<file path="src/rtl/pcnt_pkg.sv">
package pcnt_pkg;

  typedef enum logic [1:0] {
    MODE_HOLD  = 2'd0,
    MODE_COUNT = 2'd1,
    MODE_LOAD  = 2'd2,
    MODE_CLEAR = 2'd3
  } pcnt_mode_e;

  localparam int unsigned MAX_W = 32;

  // Priority: clear, preset, count, hold.
  function automatic pcnt_mode_e pick_mode(input logic clr_req, input logic load_n,
                                           input logic par_en, input logic chn_en);
    if (clr_req)              return MODE_CLEAR;
    else if (!load_n)         return MODE_LOAD;
    else if (par_en && chn_en) return MODE_COUNT;
    else                      return MODE_HOLD;
  endfunction

  // Increment modulo 2**w.
  function automatic logic [MAX_W-1:0] incr_wrap(input logic [MAX_W-1:0] v,
                                                 input int unsigned w);
    logic [MAX_W-1:0] mask;
    mask = {MAX_W{1'b1}} >> (MAX_W - w);
    return (v + 1'b1) & mask;
  endfunction

  // True when the low w bits are all ones.
  function automatic logic all_ones(input logic [MAX_W-1:0] v, input int unsigned w);
    logic [MAX_W-1:0] mask;
    mask = {MAX_W{1'b1}} >> (MAX_W - w);
    return (v & mask) == mask;
  endfunction

endpackage

</file>
<file path="src/rtl/pcnt_mode_dec.sv">
module pcnt_mode_dec
  import pcnt_pkg::*;
(
  input  logic       clr_req,
  input  logic       load_n,
  input  logic       par_en,
  input  logic       chn_en,
  output pcnt_mode_e mode
);
  always_comb mode = pick_mode(clr_req, load_n, par_en, chn_en);
endmodule

</file>
<file path="src/rtl/pcnt_tc_dec.sv">
module pcnt_tc_dec
  import pcnt_pkg::*;
#(
  parameter int unsigned WIDTH = 4
) (
  input  logic [WIDTH-1:0] q,
  input  logic             chn_en,
  output logic             tc
);
  localparam int unsigned PADW = MAX_W - WIDTH;
  logic [MAX_W-1:0] q_wide;

  generate
    if (PADW == 0) begin : g_full
      always_comb q_wide = q;
    end else begin : g_pad
      always_comb q_wide = {{PADW{1'b0}}, q};
    end
  endgenerate

  always_comb tc = chn_en && all_ones(q_wide, WIDTH);
endmodule

</file>
<file path="src/rtl/pcnt_stage.sv">
module pcnt_stage
  import pcnt_pkg::*;
#(
  parameter int unsigned WIDTH     = 4,
  parameter bit          ASYNC_CLR = 1'b0
) (
  input  logic             clk,
  input  logic             clr_n,
  input  logic             load_n,
  input  logic             par_en,
  input  logic             chn_en,
  input  logic [WIDTH-1:0] d,
  output logic [WIDTH-1:0] q,
  output logic             tc,
  output logic             inc_evt
);
  localparam int unsigned PADW = MAX_W - WIDTH;

  pcnt_mode_e       mode;
  logic             clr_req;
  logic [WIDTH-1:0] q_next;
  logic [WIDTH-1:0] q_inc;
  logic [MAX_W-1:0] q_wide;
  logic [MAX_W-1:0] inc_wide;

  // The immediate variant clears through the register reset, not the mode.
  assign clr_req = ASYNC_CLR ? 1'b0 : !clr_n;

  pcnt_mode_dec u_mode (
    .clr_req (clr_req),
    .load_n  (load_n),
    .par_en  (par_en),
    .chn_en  (chn_en),
    .mode    (mode)
  );

  generate
    if (PADW == 0) begin : g_full
      always_comb q_wide = q;
    end else begin : g_pad
      always_comb q_wide = {{PADW{1'b0}}, q};
    end
  endgenerate

  always_comb begin
    inc_wide = incr_wrap(q_wide, WIDTH);
    q_inc    = inc_wide[WIDTH-1:0];
  end

  always_comb begin
    unique case (mode)
      MODE_CLEAR: q_next = '0;
      MODE_LOAD:  q_next = d;
      MODE_COUNT: q_next = q_inc;
      default:    q_next = q;
    endcase
  end

  assign inc_evt = (mode == MODE_COUNT);

  generate
    if (ASYNC_CLR) begin : g_async
      always_ff @(posedge clk or negedge clr_n) begin
        if (!clr_n) q <= '0;
        else        q <= q_next;
      end
    end else begin : g_sync
      always_ff @(posedge clk) q <= q_next;
    end
  endgenerate

  pcnt_tc_dec #(.WIDTH(WIDTH)) u_tc (
    .q      (q),
    .chn_en (chn_en),
    .tc     (tc)
  );
endmodule

</file>
<file path="src/rtl/pcnt_chain.sv">
module pcnt_chain #(
  parameter int unsigned WIDTH     = 4,
  parameter int unsigned STAGES    = 2,
  parameter bit          ASYNC_CLR = 1'b0
) (
  input  logic                      clk,
  input  logic                      clr_n,
  input  logic                      load_n,
  input  logic                      cnt_en,
  input  logic                      chain_en,
  input  logic [STAGES*WIDTH-1:0]   load_val,
  output logic [STAGES*WIDTH-1:0]   count,
  output logic [STAGES-1:0]         stage_tc
);
  localparam int unsigned TOTAL_W = STAGES * WIDTH;

  // Named per-slice events for the checker.
  logic [STAGES-1:0] stage_chn;
  logic [STAGES-1:0] stage_inc;

  generate
    for (genvar k = 0; k < STAGES; k++) begin : g_stage
      if (k == 0) begin : g_first
        assign stage_chn[k] = chain_en;
      end else begin : g_next
        assign stage_chn[k] = stage_tc[k-1];
      end

      pcnt_stage #(.WIDTH(WIDTH), .ASYNC_CLR(ASYNC_CLR)) u_stage (
        .clk     (clk),
        .clr_n   (clr_n),
        .load_n  (load_n),
        .par_en  (cnt_en),
        .chn_en  (stage_chn[k]),
        .d       (load_val[k*WIDTH +: WIDTH]),
        .q       (count[k*WIDTH +: WIDTH]),
        .tc      (stage_tc[k]),
        .inc_evt (stage_inc[k])
      );
    end
  endgenerate

  logic [TOTAL_W-1:0] unused_w;
  assign unused_w = '0;
endmodule

</file>
<file path="config.mk">
export PLATFORM = sky130hd
export DESIGN_NAME = pcnt_chain
export DESIGN_NICKNAME = d
export VERILOG_FILES = /design/src/rtl/pcnt_pkg.sv /design/src/rtl/pcnt_mode_dec.sv /design/src/rtl/pcnt_tc_dec.sv /design/src/rtl/pcnt_stage.sv /design/src/rtl/pcnt_chain.sv
export SDC_FILE = /design/constraint.sdc
export NUM_CORES = 1
export LEC_CHECK = 0
export CAP_MARGIN = 10
export CORE_UTILIZATION = 37
export CTS_BUF_LIST = sky130_fd_sc_hd__clkbuf_4 sky130_fd_sc_hd__clkbuf_8
export DETAILED_ROUTE_END_ITERATION = 7
export GPL_ROUTABILITY_DRIVEN = 0
export PLACE_DENSITY_LB_ADDON = 0.05
export SYNTH_ARGS = -nofsm -noshare
export SYNTH_HDL_FRONTEND = slang
export SYNTH_SLANG_ARGS = --single-unit
</file>
<file path="constraint.sdc">
create_clock -name clk -period 1.45 [get_ports clk]
set_clock_uncertainty 0.2 [all_clocks]
set_input_delay 0.29 -clock clk [delete_from_list [all_inputs] [get_ports clk]]
set_output_delay 0.29 -clock clk [all_outputs]
set_load 0.02 [all_outputs]
</file>
==> results.sh <==
export IMPL_status="finished with violations"
export IMPL_violations="setup timing"
export IMPL_setup_ws_ps=-365
export IMPL_intPower_uw=498
export IMPL_final_nets=102
export IMPL_grt_antenna_before_repair=0
export IMPL_synthFlopType="edfxtp_1"
export IMPL_rsz0062_at_grt="yes"
export IMPL_holdPathStages=2
export IMPL_cts_tree="built"
export IMPL_ys_warn_count=0
export IMPL_path_clk_slew_ps=60
export IMPL_dp_cells=91
export IMPL_period_share=1.25
export IMPL_start_util=0.416
export IMPL_critical_path_slowest_cell="edfxtp_1"
export IMPL_setup_viol=12
export IMPL_ir_drop_v=0.000512
export IMPL_tightest_slew_ps=269
export IMPL_drtAntennaViolNets=0
export IMPL_sequentialPowerShare=0.427
export IMPL_ios=23
export IMPL_dp_hpwl_um=865
export IMPL_powerDensity_nw_per_um2=701
export IMPL_path_buf_inv=1
export IMPL_cts_buffers=3
export IMPL_fmax_mhz=551
export IMPL_p_leak_uw=0.000422
export IMPL_grt_pass1_wl_um=1790
export IMPL_r2r_start="g_stage[0].u_stage.q[0]"
export IMPL_yosys_top_cells_area="edfxtp_1 49%, nand2_1 5.4%, a22o_1 5.4%"
export IMPL_avgRoutedWirePerCell_um=12.1
export IMPL_crit_family="flip-flops"
export IMPL_diodes=0
export IMPL_fin_cells=99
export IMPL_r2r_cells=5
export IMPL_top_regs="g_stage.u_stage.q (8)"
export IMPL_coreArea_um2=1170
export IMPL_track_usage=0.185
export IMPL_slew_headroom=0.821
export IMPL_synth_most_common_cell="edfxtp_1"
export IMPL_fillers=77
export IMPL_yosysTopAreaCellShare=0.494
export IMPL_cap_violations=0
export IMPL_syn_mean_instance_area_um2=11.1
export IMPL_postSynthNetCount=59
export IMPL_root_buffer="clkbuf_4"
export IMPL_r2r_slack_ps=-160
export IMPL_syn_area_um2=487
export IMPL_area_growth_pct=99.0
export IMPL_vias_per_cell=4.86
export IMPL_whs_endpoint="g_stage[0].u_stage.q[1]"
export IMPL_worstSetupPathType="reg2out"
export IMPL_synth_edf_count=8
export IMPL_power_switching_uw=181
export IMPL_drcViolationCount=0
export IMPL_gr_total_overflow=0
export IMPL_cp_required_ps=960
export IMPL_r2r_end="g_stage[1].u_stage.q[0]"
export IMPL_die_w_um=38.3
export IMPL_max_stage_delay_ps=410
export IMPL_layout_drive_gt1_share=0.482
export IMPL_yosysSeqAreaShare=0.494
export IMPL_initialDrtViolationCount=6
export IMPL_crit_arrival_ps=1320
export IMPL_regMostFlops="g_stage.u_stage.q"
export IMPL_synthTopCellsByCount="8 x edfxtp_1, 7 x nand2_1, 4 x o21ai_0, 3 x a22o_1, 3 x nand3_1"
export IMPL_grt_pass1_vias=412
export IMPL_async_reset_ff_frac=0
export IMPL_fin_tns_setup_ps=-1960
export IMPL_syn_inst=44
export IMPL_htreeDepth=1
export IMPL_finalHoldViolations=0
export IMPL_critPathMaxFanout=2
export IMPL_grt_start_max_net_pins=9
export IMPL_largest_reg_flops=8
export IMPL_max_clock_path_buffers=2
export IMPL_ys_seq_elements=8
export IMPL_crit_path_start_kind="flop"
export IMPL_num_rows=12
export IMPL_pre_cts_slack_ps=-782
export IMPL_synth_largest_area_cell="edfxtp_1"
export IMPL_wl_um=1200
export IMPL_netSwitchingFraction=0.267
export IMPL_cts_sinks=8
export IMPL_hold_start="clr_n"
export IMPL_hold_class="in2reg"
export IMPL_drtPass1Iterations=4
export IMPL_cp_end_kind="primary output"
export IMPL_io_buffers=22
export IMPL_die_h_um=38.3
export IMPL_ys_types=18
export IMPL_vias=481
export IMPL_power_share_combinational=0.318
export IMPL_cp_cell_sequence="ha_4, nand3_4, nor2_4, and4_1, buf_6"
export IMPL_period_needed_ps=1810
export IMPL_cts_hold_buf=0
export IMPL_p_clk_frac=0.255
export IMPL_maxSlewViolCount=0
export IMPL_clock_latency_ps=250
export IMPL_die_area_um2=1460
## worst max path at each step
stage / from / endpoint / cells past startpoint
3_5_place_dp: chain_en / stage_tc[1] / 5
4_1_cts: g_stage[0].u_stage.q[1] / stage_tc[1] / 5
5_1_grt: g_stage[0].u_stage.q[0] / stage_tc[1] / 5
6_report: g_stage[0].u_stage.q[0] / stage_tc[1] / 5
2_1_floorplan: g_stage[0].u_stage.q[0] / stage_tc[1] / 5
3_3_place_gp: chain_en / stage_tc[1] / 5
## power groups by stage
stage | Clock [µW] | Combinational [µW] | Sequential (µW)
detailed placement | 0 | 172 | 289
global placement | 0 | 170 | 288
finish | 173 | 216 | 290
global route | 188 | 233 | 292
CTS | 177 | 181 | 288
floorplan | 0 | 37.9 | 317
## placed cells by master, fill, tap and decap left out
cell type and n:
dlymetal6s2s_1 2, nand3_4 1, xor2_1 2, nand3_2 1
and4_1 1, o21ai_1 4, nand4_4 1, buf_6 17
dlygate4sd2_1 1, a22o_1 3, nor2b_4 1, edfxtp_1 8
ha_4 1, nand2_1 7, o21bai_1 1, xnor2_1 2
o31ai_4 1, nor2_2 1, nand3_1 2, ha_2 1
clkdlybuf4s50_1 9, clkbuf_4 3, nor2_4 1, buf_4 12
inv_1 2
## worst register-to-register path, cell delays in order (launching register included)
cell and delay [ps]:
edfxtp_1 410, ha_4 180, nand3_4 90, buf_4 170, o21bai_1 130, buf_4 160
## final cells by class
cell class / count / area, µm² / share of cell area
sequential: 8 / 240 / 0.248
clock buffer: 3 / 22.5 / 0.0233
timing repair buffer: 41 / 405 / 0.419
tap: 14 / 17.5 / 0.0181
multi-input combinational: 31 / 275 / 0.284
inverter: 2 / 7.51 / 0.00775
## timing repair
item                                    in CTS  in global routing
gates resized for setup                     62                 21
buffers inserted                             2                  4
pin swaps                                    4                  3
endpoints found under the setup margin      22                 26
## per-stage QoR
step | util | total power (µW) | cell area, µm² | hold slack, ps
after floorplan | - | 355 | 492 | 275
after global placement | 0.690 | 458 | 808 | 493
after detailed placement | 0.690 | 461 | 808 | 507
after CTS | 0.745 | 646 | 872 | 492
final | 0.827 | 679 | 968 | 317
after global routing | 0.827 | 713 | 968 | 323
## logic make-up (layout without fill, tap and decap cells)
| family | count (synthesis) | after routing | synth area share |
|---|---|---|---|
| buffers and inverters | 5 | 46 | 0.0694 |
| flip-flops | 8 | 8 | 0.494 |
| adder cells (fa/ha/maj) | 2 | 2 | 0.0514 |
| AO/OA/AOI/OAI | 9 | 9 | 0.126 |
| AND/OR/NAND/NOR | 16 | 16 | 0.188 |
| XOR/XNOR | 4 | 4 | 0.0720 |
## layer usage
metal  vias to the layer above  track usage  routed length (µm)
met5                         -            0                   0
met4                         0       0.0536                   0
met3                         0       0.0523                  43
met2                        15        0.254                 587
met1                       222        0.278                 570
li1                        244            -                   -
(Power assumes the default switching activity.)
